## src/rtl/modeunit_pkg.sv

```systemverilog
package modeunit_pkg;
    localparam int MODE_W  = 4;
    localparam int DATA_W  = 8;
    localparam int WORD_W  = MODE_W + DATA_W;
    localparam int INSTR_W = 12;

    localparam logic [INSTR_W-1:0] ENC_MODE_TO_W = 12'h042;
    localparam logic [INSTR_W-1:0] ENC_W_TO_MODE = 12'h043;
    localparam logic [INSTR_W-1:0] ENC_FETCH     = 12'h041;
    localparam logic [INSTR_W-MODE_W-1:0] ENC_LIT_PREFIX = 8'h05;

    typedef enum logic [2:0] {
        OP_NONE,
        OP_LIT,
        OP_MODE_TO_W,
        OP_W_TO_MODE,
        OP_FETCH
    } op_e;

    typedef struct packed {
        logic [MODE_W-1:0] mode;
    } regs_t;
endpackage

```

## src/rtl/modeunit_dec.sv

```systemverilog
module modeunit_dec
    import modeunit_pkg::*;
(
    input  logic               valid,
    input  logic [INSTR_W-1:0] word,
    output op_e                op
);
    always_comb begin
        op = OP_NONE;
        if (valid) begin
            if (word[INSTR_W-1:MODE_W] == ENC_LIT_PREFIX) begin
                op = OP_LIT;
            end else if (word == ENC_MODE_TO_W) begin
                op = OP_MODE_TO_W;
            end else if (word == ENC_W_TO_MODE) begin
                op = OP_W_TO_MODE;
            end else if (word == ENC_FETCH) begin
                op = OP_FETCH;
            end
        end
    end
endmodule

```

## src/rtl/modeunit_rdseq.sv

```systemverilog
module modeunit_rdseq
    import modeunit_pkg::*;
#(
    parameter int READ_CYCLES = 4
) (
    input  logic              clk,
    input  logic              rst_n,
    input  logic              start,
    input  logic [WORD_W-1:0] addr_in,
    input  logic [WORD_W-1:0] mem_rd_data,
    output logic              busy,
    output logic              mem_rd_en,
    output logic [WORD_W-1:0] mem_addr,
    output logic              done,
    output logic [WORD_W-1:0] done_word
);
    localparam int CW = (READ_CYCLES > 2) ? $clog2(READ_CYCLES) : 1;
    localparam logic [CW-1:0] CNT_FIRST   = CW'(READ_CYCLES - 1);
    localparam logic [CW-1:0] CNT_CAPTURE = CW'(READ_CYCLES - 2);
    localparam logic [CW-1:0] CNT_LAST    = '0;

    typedef struct packed {
        logic              busy;
        logic [CW-1:0]     cnt;
        logic [WORD_W-1:0] addr;
        logic [WORD_W-1:0] data;
    } seq_t;

    seq_t seq_d, seq_q;

    always_comb begin
        seq_d = seq_q;
        if (!seq_q.busy) begin
            if (start) begin
                seq_d.busy = 1'b1;
                seq_d.cnt  = CNT_FIRST;
                seq_d.addr = addr_in;
            end
        end else begin
            if (seq_q.cnt == CNT_CAPTURE) begin
                seq_d.data = mem_rd_data;
            end
            if (seq_q.cnt == CNT_LAST) begin
                seq_d.busy = 1'b0;
            end else begin
                seq_d.cnt = seq_q.cnt - 1'b1;
            end
        end
    end

    always_ff @(posedge clk) begin
        if (!rst_n) begin
            seq_q <= '0;
        end else begin
            seq_q <= seq_d;
        end
    end

    assign busy      = seq_q.busy;
    assign mem_rd_en = seq_q.busy && (seq_q.cnt == CNT_FIRST);
    assign mem_addr  = seq_q.addr;
    assign done      = seq_q.busy && (seq_q.cnt == CNT_LAST);
    assign done_word = seq_q.data;
endmodule

```

## src/rtl/modeunit.sv

```systemverilog
module modeunit
    import modeunit_pkg::*;
#(
    parameter int READ_CYCLES = 4
) (
    input  logic               clk,
    input  logic               rst_n,
    input  logic               instr_valid,
    input  logic [INSTR_W-1:0] instr,
    input  logic [DATA_W-1:0]  w_in,
    output logic               w_we,
    output logic [DATA_W-1:0]  w_data,
    output logic [MODE_W-1:0]  mode,
    output logic               busy,
    output logic               mem_rd_en,
    output logic [WORD_W-1:0]  mem_addr,
    input  logic [WORD_W-1:0]  mem_rd_data
);
    op_e               op;
    logic              seq_busy;
    logic              seq_done;
    logic [WORD_W-1:0] seq_word;
    logic              fetch_start;
    regs_t             regs_d, regs_q;

    modeunit_dec u_dec (
        .valid (instr_valid && !seq_busy),
        .word  (instr),
        .op    (op)
    );

    assign fetch_start = (op == OP_FETCH);

    modeunit_rdseq #(.READ_CYCLES(READ_CYCLES)) u_seq (
        .clk         (clk),
        .rst_n       (rst_n),
        .start       (fetch_start),
        .addr_in     ({regs_q.mode, w_in}),
        .mem_rd_data (mem_rd_data),
        .busy        (seq_busy),
        .mem_rd_en   (mem_rd_en),
        .mem_addr    (mem_addr),
        .done        (seq_done),
        .done_word   (seq_word)
    );

    always_comb begin
        regs_d = regs_q;
        w_we   = 1'b0;
        w_data = {{(DATA_W-MODE_W){1'b0}}, regs_q.mode};
        if (seq_done) begin
            regs_d.mode = seq_word[WORD_W-1:DATA_W];
            w_we        = 1'b1;
            w_data      = seq_word[DATA_W-1:0];
        end else begin
            case (op)
                OP_LIT:       regs_d.mode = instr[MODE_W-1:0];
                OP_W_TO_MODE: regs_d.mode = w_in[MODE_W-1:0];
                OP_MODE_TO_W: w_we = 1'b1;
                default:      ;
            endcase
        end
    end

    always_ff @(posedge clk) begin
        if (!rst_n) begin
            regs_q <= '0;
        end else begin
            regs_q <= regs_d;
        end
    end

    assign mode = regs_q.mode;
    assign busy = seq_busy;
endmodule

```

## config.mk

```make
export PLATFORM = sky130hd
export DESIGN_NAME = modeunit
export DESIGN_NICKNAME = d
export VERILOG_FILES = /design/src/rtl/modeunit_pkg.sv /design/src/rtl/modeunit_dec.sv /design/src/rtl/modeunit_rdseq.sv /design/src/rtl/modeunit.sv
export SDC_FILE = /design/constraint.sdc
export NUM_CORES = 1
export LEC_CHECK = 0
export CORE_MARGIN = 4
export CORE_UTILIZATION = 30
export DETAILED_ROUTE_END_ITERATION = 12
export PLACE_DENSITY_LB_ADDON = 0.12
export SETUP_SLACK_MARGIN = 0.4
export SLEW_MARGIN = 5
export SYNTH_ARGS = -nofsm -noshare
export SYNTH_HDL_FRONTEND = slang
export SYNTH_HIERARCHICAL = 1
export SYNTH_SLANG_ARGS = --single-unit
```

## constraint.sdc

```tcl
create_clock -name clk -period 3.35 [get_ports clk]
set_input_delay 0.8375 -clock clk [delete_from_list [all_inputs] [get_ports clk]]
set_output_delay 0.8375 -clock clk [all_outputs]
set_load 0.01 [all_outputs]
```

# Yosys cells after proc, flatten, opt, wreduce, memory -nomap -nowiden
# Index checks and enable logic that the tools add are counted.
[classes]
eq_ne = 11
n_reduce_logical = 10
n_mux = 14
bitwise_logic = 1
div_mod_pow = 0
multipliers = 0
addsub = 1
magnitude_cmp = 0
shift = 0
[op_table]
columns = ["cell", "n"]
rows = [
  ["equality test 12 x 7 -> 1 bit, second input constant", 3],
  ["two-way mux 3 bit", 6],
  ["two-way mux 15 bit", 1],
  ["equality test 8 x 3 -> 1 bit, second input constant", 1],
  ["two-way mux 8 bit", 1],
  ["case mux 4 bit (2 select lines)", 1],
  ["equality test 3 x 2 -> 1 bit, second input constant", 2],
  ["AND reduction 2 bit", 3],
  ["equality test 2 bit, second input constant", 2],
  ["two-way mux 4 bit", 1],
  ["equality test 3 x 1 -> 1 bit, second input constant", 1],
  ["equality test 3 bit, second input constant", 1],
  ["logical AND 1 bit", 3],
  ["two-way mux 1 bit", 3],
  ["nonzero test 3 bit", 1],
  ["logical NOT 2 bit", 1],
  ["two-way mux 2 bit", 1],
  ["inequality test 2 bit, second input constant", 1],
  ["nonzero test 2 bit", 1],
  ["subtractor 2 x 1 -> 2 bit, second input constant", 1],
  ["logical NOT 1 bit", 1],
  ["inverter 1 bit", 1],
]
[word_totals]
latchBits = 0
mem_count = 0
mem_bits_ro = 0
regBits = 31
output_inout_bits = 27
wordCells = 42
ramBits = 0

# Logic depth before layout (Yosys ltp)
# Gate-level depths: netlist (run 1).
[logic_depth]
ltp_word = 9
depth_mapped = 8
mapped_depth_nobuf = 7

# Hierarchy
# The synthesis (run 1) kept the hierarchy.
[by_module_without_submodules]
columns = ["module", "area_per_inst_um2", "n_inst", "cells_per_inst"]
rows = [
  ["modeunit_rdseq", 1347.5, 1, 147],
  ["modeunit", 406.6, 1, 46],
  ["modeunit_dec", 82.6, 1, 9],
]

# Worst setup path after synthesis (run 1)
# OpenSTA, ideal clock, no wires.
[synth_path]
path_kind = "in2out"
startpoint = "input port instr[3]"
endpoint = "output port w_we"
t_arrival_ns = 2.178
path_stages = 4
slack_ns = 0.335
required_time_ns = 2.513
n_path_buf = 0
cell_sequence = "or4bb_1 > a211oi_1 > nor3b_1 > or2_1"
[synth_via]
word_cells_on_any_way = 11
cone_classes = "eq/ne: 4; mux: 7"
[synth_lines]
columns = ["element", "line", "rtl"]
rows = [
  ["from (decl)", "modeunit.sv:9", "input logic [INSTR_W-1:0] instr,"],
  ["equality test 12 x 7 -> 1 bit", "modeunit_dec.sv:15", "end else if (word == ENC_W_TO_MODE) begin"],
  ["two-way mux 3 bit", "modeunit_dec.sv:15", ""],
  ["two-way mux 3 bit *", "modeunit_dec.sv:13", "end else if (word == ENC_MODE_TO_W) begin"],
  ["two-way mux 3 bit *", "modeunit_dec.sv:11", "if (word[INSTR_W-1:MODE_W] == ENC_LIT_PREFIX) begin"],
  ["two-way mux 3 bit *", "modeunit_dec.sv:10", "if (valid) begin"],
  ["via op[0]", "modeunit.sv:19", "op_e op;"],
  ["equality test 3 x 2 -> 1 bit *", "modeunit.sv:56", "case (op)"],
  ["two-way mux 1 bit *", "modeunit.sv:56", ""],
  ["two-way mux 1 bit *", "modeunit.sv:51", "if (seq_done) begin"],
  ["to (decl)", "modeunit.sv:11", "output logic w_we,"],
]
# The timed path passes the listed nets; every way through them passes the cells marked *.

# Worst setup path after layout (run 1)
[layout_path]
startpoint = "input port instr[5]"
endpoint = "output port w_we"
[layout_via]
elab_chain_len = 9
word_cells_on_any_way = 12
cone_classes = "eq/ne: 5; mux: 7"
[layout_rtl]
columns = ["element", "line", "rtl"]
rows = [
  ["equality test 12 x 7 -> 1 bit", "modeunit_dec.sv:17", "end else if (word == ENC_FETCH) begin"],
  ["two-way mux 3 bit", "modeunit_dec.sv:17", ""],
  ["two-way mux 3 bit", "modeunit_dec.sv:15", ""],
  ["two-way mux 3 bit", "modeunit_dec.sv:13", ""],
  ["two-way mux 3 bit *", "modeunit_dec.sv:11", ""],
  ["two-way mux 3 bit *", "modeunit_dec.sv:10", ""],
  ["via op[2]", "modeunit.sv:19", ""],
  ["equality test 3 x 2 -> 1 bit *", "modeunit.sv:56", ""],
  ["two-way mux 1 bit *", "modeunit.sv:56", ""],
  ["two-way mux 1 bit *", "modeunit.sv:51", ""],
]
# Marked as above.

==> run_results.csv, run 1 <==
group,metric,value,unit
critical_path,critPathMaxFanout,3,
hold_path,hold_path.class,"reg -> reg",
place,port_buffers,61,
critical_path,r2r_start,"u_seq/busy",
timing,rsz0062_at_grt,"yes",
critical_path,cp_num_buf_inv,2,
clock_tree,numCtsBuffers,5,
clock_tree,clkTransAtPathRegs,0.06,ns
timing,final_max_slew_viol_count,0,
critical_path,crit_required,2.51,ns
logic_synthesis,synth_top_area_share,0.338,
timing,whs,0.458,ns
critical_path,crit_slowest_cell,"or4_4",
timing,setup-violations-final,0,
routing,antenna_left,0,
floorplan,num_rows,28,
timing,slew-limit-headroom,0.475,
critical_path,endpoint_kind,"output pin",
critical_path,reg2reg_depth,12,
routing,wl_per_cell,12.8,um
logic_synthesis,yosysWarningCount,6,
logic_synthesis,avgSynthCellArea,9.09,um^2
critical_path,start_kind,"input port",
place,place_inst,317,
routing,vias_per_cell,4.32,
clock_tree,ctsRootBufferMaster,"clkbuf_8",
finish,syn_to_final_growth,37.1,%
critical_path,path_cells,"buf_6, or4_4, nor4_4, nor3b_2, or2_1, buf_2",
global_route,grt_max_degree,28,
critical_path,criticalPathCategory,"in -> out",
finish,fin_nets,292,
timing,worst_slack,0.229,ns
global_route,overflow,0,
finish,fillerInstances,617,
global_route,grt.total_usage,0.119,
floorplan,die-area,7440,um^2
logic_synthesis,yosys-top-cells-area,"dfxtp_1, a21boi_2, nand2_1, buf_4, mux2_1",
finish,seq_area,622,um^2
floorplan,die_w,86.2,um
finish,antenna-diode-count,0,
status,status,"complete, no violations",
clock_tree,clk_path_buf_depth,2,
critical_path,r2r_slack,1.23,ns
floorplan,ios,62,
place,post-dp-hpwl,3.01,mm
clock_tree,h-tree-depth,2,
routing,drtIter0Drc,38,
global_route,grt_pass1_wl,6.95,mm
global_route,grt_pass1_vias,1481,
timing,period_share,0.932,
finish,final_cell_mix,"nand2_1, clkdlybuf4s50_1, dfxtp_1",
pwr,power_leakage,0.942,nW
global_route,antenna_found_initial,0,
finish,layout.cells.non_filler,330,
clock_tree,clkLatencyLatePin,0.28,ns
critical_path,cp_top_family,"simple AND/OR/NAND/NOR gates",
logic_synthesis,yosysTopAreaCell,"dfxtp_1",
finish,multi_input_area,1000,um^2
floorplan,initial_core_util,0.310,
logic_synthesis,yosysUniqueCellTypes,39,
place,place_congestion,0.712,
floorplan,core_area,5920,um^2
routing,drt-pass1-iter-count,4,
critical_path,cp.depth,6,
run,maxCapViolCount,0,
clock_tree,cts_tree,"built",
critical_path,worstReg2RegEnd,"u_seq/mem_addr[0]",
critical_path,cp_slowest_stage_delay,0.56,ns
timing,clock_skew,0.00673,ns
logic_synthesis,syn_area,1840,um^2
routing,drcViolationCount,0,
timing,min_period,3.12,ns
floorplan,die_h,86.2,um
place,place_ws,-0.392,ns
timing,worstMarginPinSlew,0.785,ns
logic_synthesis,synth_nets,240,
timing,finalHoldViolCount,0,
critical_path,arrival,2.28,ns
routing,via_count,1424,
pwr,total_power,0.715,mW
routing,drt-total-wl,4.22,mm
logic_synthesis,synth_cells,202,
finish,layout_commonest_cell,"nand2_1",
critical_path,startpoint,"instr[5]",
logic_synthesis,ys_ff_latch,31,
pwr,p_per_area,284,nW/um^2
timing,fmax,320,MHz
clock_tree,cts_sinks,31,
clock_tree,postCtsHoldBufs,0,
finish,drive_gt1_frac,0.271,
logic_synthesis,synth-seq-area-share,0.338,
critical_path,cp-endpoint,"w_we",
pwr,ir_drop,0.147,mV
synth_stat cells, drive strengths merged:
cell type  instances
a211oi             1
a21boi            24
and2               8
and2b              1
buf               30
clkbuf             3
dfxtp             31
ha                 3
inv                3
mux2               4
nand2             53
nand2b             2
nand3b             3
nand4bb            1
nor2               2
nor2b              2
nor3               5
nor3b              6
nor4               1
o211a              2
o211ai             4
o32ai              4
or2                2
or2b               3
or4                1
or4b               2
or4bb              1
worst reg2reg max path, cell delays in order (launching register included):
cell and delay (ns):
dfxtp_1 0.46, nor2b_1 0.08, nand4bb_1 0.11, buf_6 0.14, a211oi_4 0.05, buf_4 0.13, buf_4 0.12, buf_4 0.14
nor3b_1 0.26, nor2b_2 0.23, buf_4 0.15, nand2_1 0.05, a21boi_0 0.14
per-layer routing:
metal / up-vias / share of wire / global-route usage / wire [um]
met4: 0 / 0.015 / 0.0467 / 63
met2: 40 / 0.45 / 0.185 / 1880
met5: - / 0 / 0 / 0
li1: 762 / - / - / -
met3: 8 / 0.066 / 0.0333 / 280
met1: 614 / 0.47 / 0.156 / 1990
cell type report:
cell class                 count  area share
clock inverter                 1     0.00199
sequential                    31       0.247
multi-input combinational    136       0.399
timing repair buffer          77       0.280
tap                           75      0.0373
clock buffer                   7      0.0303
inverter                       3     0.00447
sequential cells by signal, summed over array words and instances (netlist names):
signal / flops
u_seq/busy: 1
u_seq/done_word: 12
mode: 4
u_seq/seq_q: 2
u_seq/mem_addr: 12
through the flow:
step	instance area [um^2]	util	setup TNS, ns
final	2520	0.425	0
after global routing	2520	0.425	0
after CTS	2500	0.423	0
after detailed placement	2390	0.404	-0.392
after global placement	2390	0.404	-0.366
after floorplan	1850	-	0
worst min path at each step:
stage                                   start                   to  slack, ns  depth (start not counted)
after floorplan            u_seq/done_word[2]   u_seq/done_word[2]       0.44                          2
after global placement     u_seq/done_word[6]   u_seq/done_word[6]       0.45                          2
after detailed placement   u_seq/done_word[6]   u_seq/done_word[6]       0.46                          2
after CTS                  u_seq/done_word[5]   u_seq/done_word[5]       0.46                          2
after global routing       u_seq/done_word[5]   u_seq/done_word[5]       0.47                          2
final                     u_seq/done_word[11]  u_seq/done_word[11]       0.46                          2
timing repair:
| item | 4_1_cts | 5_1_grt |
|---|---|---|
| resized for setup | 35 | 7 |
| setup buffers | 2 | 2 |
| gates cloned | 0 | 1 |
| pin swaps | 8 | 7 |
| endpoints found under the hold margin | 0 | 0 |
| endpoints found under the setup margin | 8 | 5 |
report_power, final:
part / switching (mW) / leakage [nW] / internal, mW / total, mW
Clock: 0.136 / 0.0422 / 0.146 / 0.281
Sequential: 0.000108 / 0.250 / 0.369 / 0.369
Combinational: 0.0191 / 0.650 / 0.0457 / 0.0648
cell families (layout without fill, tap and decap cells):
kind of cell / after synthesis / count (layout) / share of synthesized area
AO/OA/AOI/OAI: 35 / 35 / 0.193
adder cells (fa/ha/maj): 3 / 3 / 0.0204
buffers and inverters: 36 / 88 / 0.141
flip-flops: 31 / 31 / 0.338
multiplexers: 4 / 4 / 0.0245
AND/OR/NAND/NOR: 93 / 94 / 0.283
No activity file was read; power rests on OpenSTA's default activity.
==> inputs of run 2 (changes only) <==
Settings changed: CORE_UTILIZATION 30 to 40.
==> run 2 against run 1 <==
Compared with the run above:
- clock-buffer cell count is 1 lower
- largest power group unchanged
- via count increased by 11%
- critical path depth did not move
- highest routed layer unchanged
- sequential cell count is the same
- utilization is 21 points higher
- hold slack got worse by 0.0081 ns
- register-to-register slack got worse by 0.68 ns
- global-route usage up 3.2 points
- combinational power is 4.8% higher
==> run_results.csv, run 2 (synthesized netlist as in run 1, its figures left out) <==
group,metric,value,unit
place,post-dp-hpwl,2.75,mm
pwr,swShare,0.211,
finish,antenna-diode-count,0,
pwr,p_per_area,250,nW/um^2
clock_tree,numCtsBuffers,5,
hold_path,hold_path.class,"reg -> reg",
floorplan,die-area,5740,um^2
run,maxCapViolCount,0,
critical_path,critPathMaxFanout,4,
critical_path,r2r_start,"u_seq/busy",
clock_tree,postCtsHoldBufs,0,
routing,highest_layer,"met4",
place,place_area,2370,um^2
pwr,ir_drop,0.218,mV
global_route,grt_max_degree,28,
pwr,total_power,0.702,mW
critical_path,start_kind,"input port",
routing,drcViolationCount,0,
routing,via_count,1579,
finish,fin_area,2810,um^2
timing,clock_skew,0.00386,ns
finish,fillerInstances,369,
routing,antenna_left,0,
global_route,grt_pass1_vias,1458,
routing,drtIter0Drc,94,
timing,rsz0062_at_grt,"yes",
pwr,power_leakage,1.17,nW
finish,final_cell_mix,"clkdlybuf4s50_1, nand2_1, dfxtp_1",
clock_tree,cts_tree,"built",
finish,drive_gt1_frac,0.403,
timing,final_max_slew_viol_count,0,
pwr,power_frac_clock,0.378,
timing,slew-limit-headroom,0.510,
global_route,antenna_found_initial,0,
pwr,combPwrFrac,0.097,
routing,wl_per_cell,14.7,um
timing,fmax,327,MHz
critical_path,path_cells,"buf_8, or4b_4, nor4_4, nor3b_2, or2_1, buf_2",
timing,min_period,3.06,ns
clock_tree,clkTransAtPathRegs,0.06,ns
place,port_buffers,61,
finish,syn_to_final_growth,53.1,%
floorplan,die_w,75.8,um
clock_tree,clk_path_buf_depth,2,
global_route,grt_pass1_wl,6.51,mm
finish,layout_commonest_cell,"clkdlybuf4s50_1",
timing,worstMarginPinSlew,0.733,ns
clock_tree,ctsRootBufferMaster,"clkbuf_8",
critical_path,criticalPathCategory,"in -> out",
timing,setup-violations-final,0,
routing,vias_per_cell,4.86,
critical_path,crit_required,2.51,ns
critical_path,startpoint,"instr[2]",
critical_path,arrival,2.22,ns
floorplan,initial_core_util,0.416,
clock_tree,clkLatencyLatePin,0.28,ns
critical_path,crit_slowest_cell,"or4b_4",
finish,fin_nets,312,
critical_path,cp_slowest_stage_delay,0.55,ns
floorplan,die_h,75.8,um
floorplan,num_rows,24,
routing,route.met2.wl,2.28,mm
floorplan,ios,62,
timing,period_share,0.914,
global_route,overflow,0,
pwr,intPower,0.554,mW
floorplan,core_area,4410,um^2
timing,whs,0.450,ns
pwr,seqPwrFrac,0.525,
hold_path,hp-start,"u_seq/mem_addr[0]",
routing,wl_met3,265,um
critical_path,endpoint_kind,"output pin",
clock_tree,h-tree-depth,2,
pwr,p_sw,0.148,mW
timing,finalHoldViolCount,0,
clock_tree,cts_sinks,31,
routing,met1Wirelength,2.10,mm
place,place_inst,293,
place,place_congestion,0.742,
finish,layout.cells.non_filler,325,
routing,drt-pass1-iter-count,4,
routing,drt-total-wl,4.77,mm
global_route,grt.total_usage,0.151,
status,status,"complete, no violations",
[run 2: path summary, 6_finish.rpt]
kind,endpoint,slack [ns],cells after the start
worst max-delay path,w_we,0.29,6
worst min-delay path,u_seq/mem_addr[0],0.45,2
worst max register to register,u_seq/mem_addr[8],0.55,17
worst min register to register,u_seq/mem_addr[0],0.45,2
[run 2: worst max-delay path: cells and delay by family]
| kind | cells | cell delay (ns) |
|---|---|---|
| simple gates | 4 | 1.15 |
| buf+inv | 2 | 0.24 |
[run 2: layout make-up]
class	count	area [um^2]	area share
Inverter	3	11.3	0.00400
Timing Repair Buffer	96	921	0.327
Clock buffer	6	72.6	0.0258
Sequential cell	31	622	0.221
Tap cell	52	65.1	0.0231
Multi-Input combinational cell	137	1120	0.399
[run 2: power by group through the flow]
stage	Sequential, mW	Clock, mW	Combinational, mW
6_report	0.369	0.265	0.0679
5_1_grt	0.369	0.287	0.0727
4_1_cts	0.369	0.270	0.0649
3_5_place_dp	0.377	0	0.0654
3_3_place_gp	0.377	0	0.0658
2_1_floorplan	0.377	0	0.0154
[run 2: what timing repair did]
| action | CTS | global route |
|---|---|---|
| setup endpoints to repair | 9 | 24 |
| gates cloned | 0 | 3 |
| pin swaps | 10 | 39 |
| resized for setup | 34 | 59 |
| buffers inserted | 15 | 8 |
[run 2: metal layers]
metal | GRT usage | vias up
li1 | - | 800
met1 | 0.188 | 713
met2 | 0.238 | 52
met3 | 0.0435 | 14
met4 | 0.0699 | 0
met5 | 0 | -
[run 2: stage by stage]
step | setup TNS [ns] | worst slack (ns) | utilization
global route | 0 | 0.231 | 0.637
finish | 0 | 0.289 | 0.637
floorplan | 0 | 0.466 | -
global placement | -0.353 | -0.353 | 0.537
detailed placement | -0.358 | -0.358 | 0.537
CTS | 0 | 0.256 | 0.583
==> inputs of run 3 (changes only) <==
Settings changed: MAX_ROUTING_LAYER set to met4.
==> run 3 against run 2 <==
Compared with the run above:
- routed wire length shrank 0.92%
- combinational power is essentially flat
- non-clock buffer count is the same
- sequential power is essentially flat
- global-route usage grew 0.48 points
- die area is the same
- worst setup slack gained 0.010 ns
- maximum frequency grew 0.33%
==> run_results.csv, run 3 (synthesized netlist as in run 1, its figures left out) <==
group,metric,value,unit
status,status,"complete, no violations",
critical_path,critPathMaxFanout,4,
clock_tree,postCtsHoldBufs,0,
routing,wl_per_cell,14.5,um
floorplan,die_h,75.8,um
global_route,grt_pass1_vias,1453,
critical_path,cp_slowest_stage_delay,0.55,ns
timing,whs,0.451,ns
critical_path,cp_num_buf_inv,2,
timing,min_period,3.05,ns
global_route,grt_max_degree,28,
clock_tree,h-tree-depth,2,
critical_path,r2r_start,"u_seq/busy",
place,post-dp-hpwl,2.75,mm
clock_tree,clkTransAtPathRegs,0.06,ns
pwr,p_per_area,250,nW/um^2
floorplan,die_w,75.8,um
place,port_buffers,61,
critical_path,arrival,2.21,ns
timing,rsz0062_at_grt,"yes",
hold_path,hold_path.class,"reg -> reg",
timing,slew-limit-headroom,0.502,
global_route,grt_pass1_wl,6.53,mm
timing,fmax,328,MHz
critical_path,start_kind,"input port",
critical_path,path_cells,"buf_8, or4b_4, nor4_4, nor3b_2, or2_1, buf_2",
hold_path,hold_end,"u_seq/mem_addr[0]",
clock_tree,ctsRootBufferMaster,"clkbuf_8",
clock_tree,cts_sinks,31,
hold_path,hp-start,"u_seq/mem_addr[0]",
pwr,power_leakage,1.15,nW
finish,fin_util,0.635,
finish,seq_area,622,um^2
global_route,antenna_found_initial,0,
critical_path,cp.depth,6,
place,place_area,2370,um^2
routing,drt-pass1-iter-count,4,
timing,period_share,0.911,
finish,fin_nets,312,
floorplan,num_rows,24,
floorplan,core_area,4410,um^2
routing,antenna_left,0,
timing,final_max_slew_viol_count,0,
routing,drcViolationCount,0,
run,maxCapViolCount,0,
finish,syn_to_final_growth,52.6,%
critical_path,worstReg2RegEnd,"u_seq/mem_addr[2]",
floorplan,ios,62,
routing,vias_per_cell,4.82,
clock_tree,numCtsBuffers,5,
finish,final_cell_mix,"clkdlybuf4s50_1, nand2_1, dfxtp_1",
routing,via_count,1565,
critical_path,cp_top_family,"simple AND/OR/NAND/NOR gates",
critical_path,reg2reg_depth,17,
critical_path,r2r_slack,0.57,ns
clock_tree,clk_path_buf_depth,2,
finish,multi_input_area,1110,um^2
routing,drt-total-wl,4.72,mm
finish,layout.cells.non_filler,325,
timing,setup-violations-final,0,
finish,antenna-diode-count,0,
finish,fillerInstances,370,
routing,drtIter0Drc,111,
finish,drive_gt1_frac,0.396,
timing,finalHoldViolCount,0,
finish,fin_area,2800,um^2
floorplan,die-area,5740,um^2
place,place_inst,293,
timing,worstMarginPinSlew,0.745,ns
critical_path,crit_required,2.51,ns
critical_path,endpoint_kind,"output pin",
clock_tree,clkLatencyLatePin,0.28,ns
timing,setup_tns,0,ns
global_route,overflow,0,
critical_path,crit_slowest_cell,"or4b_4",
hold_path,hold_depth,2,
floorplan,initial_core_util,0.416,
pwr,ir_drop,0.218,mV
place,place_congestion,0.751,
timing,clock_skew,0.00336,ns
global_route,grt.total_usage,0.155,
critical_path,criticalPathCategory,"in -> out",
finish,layout_commonest_cell,"clkdlybuf4s50_1",
clock_tree,cts_tree,"built",
run 3: cell count changes in the layout (fill, tap and decap cells not counted):
| cell | before | now |
|---|---|---|
| nand2_2 | 12 | 11 |
| nand2_4 | 3 | 2 |
| nand2_1 | 38 | 40 |
run 3: how the worst max path moves through the flow:
stage	slack, ns	endpoint	from
after floorplan	0.47	w_we	instr[9]
after global placement	-0.35	w_we	instr[9]
after detailed placement	-0.36	w_we	instr[9]
after CTS	0.26	w_we	instr[3]
after global routing	0.23	u_seq/seq_q[25]	instr[9]
final	0.30	w_we	instr[2]
run 3: where the power goes:
| group | internal [mW] | switching, mW |
|---|---|---|
| registers | 0.369 | 0.000117 |
| clock network | 0.138 | 0.126 |
| logic | 0.0468 | 0.0209 |
run 3: final cells by class:
cell class              instances  area share
clock buffers                   6      0.0259
inverters                       3     0.00402
well taps                      52      0.0232
multi-input cells             137       0.396
repair buffers                 96       0.329
flip-flops and latches         31       0.222
run 3: metrics by stage:
step                power (mW)  worst slack, ns
global route             0.729            0.234
floorplan                0.392            0.466
global placement         0.443           -0.353
CTS                      0.704            0.256
detailed placement       0.442           -0.358
finish                   0.701            0.299
run 3: worst register-to-register path, cell delays in order, from the launching register on:
cell       delay [ns]
dfxtp_2          0.52
nor2b_1          0.09
nand4bb_1        0.12
buf_6            0.14
nor3_4           0.05
buf_4            0.12
buf_4            0.12
buf_4            0.12
buf_4            0.12
buf_4            0.13
buf_4            0.12
buf_4            0.13
buf_6            0.12
nor3b_4          0.20
nor2b_4          0.26
clkbuf_16        0.19
nand2_1          0.07
a21boi_2         0.12
run 3: repair_timing:
action | 4_1_cts | 5_1_grt
endpoints found under the hold margin | 0 | 0
gates resized for setup | 34 | 56
setup buffers | 15 | 8
cloned | 0 | 3
endpoints found under the setup margin | 9 | 24
pin swaps | 10 | 33
run 3: routing by layer:
| layer | part of all wire | global-route usage | routed length (um) | vias up |
|---|---|---|---|---|
| li1 | - | - | - | 799 |
| met2 | 0.47 | 0.238 | 2240 | 49 |
| met3 | 0.055 | 0.0409 | 261 | 12 |
| met1 | 0.45 | 0.191 | 2110 | 705 |
| met5 | 0 | - | 0 | - |
| met4 | 0.024 | 0.0699 | 112 | 0 |
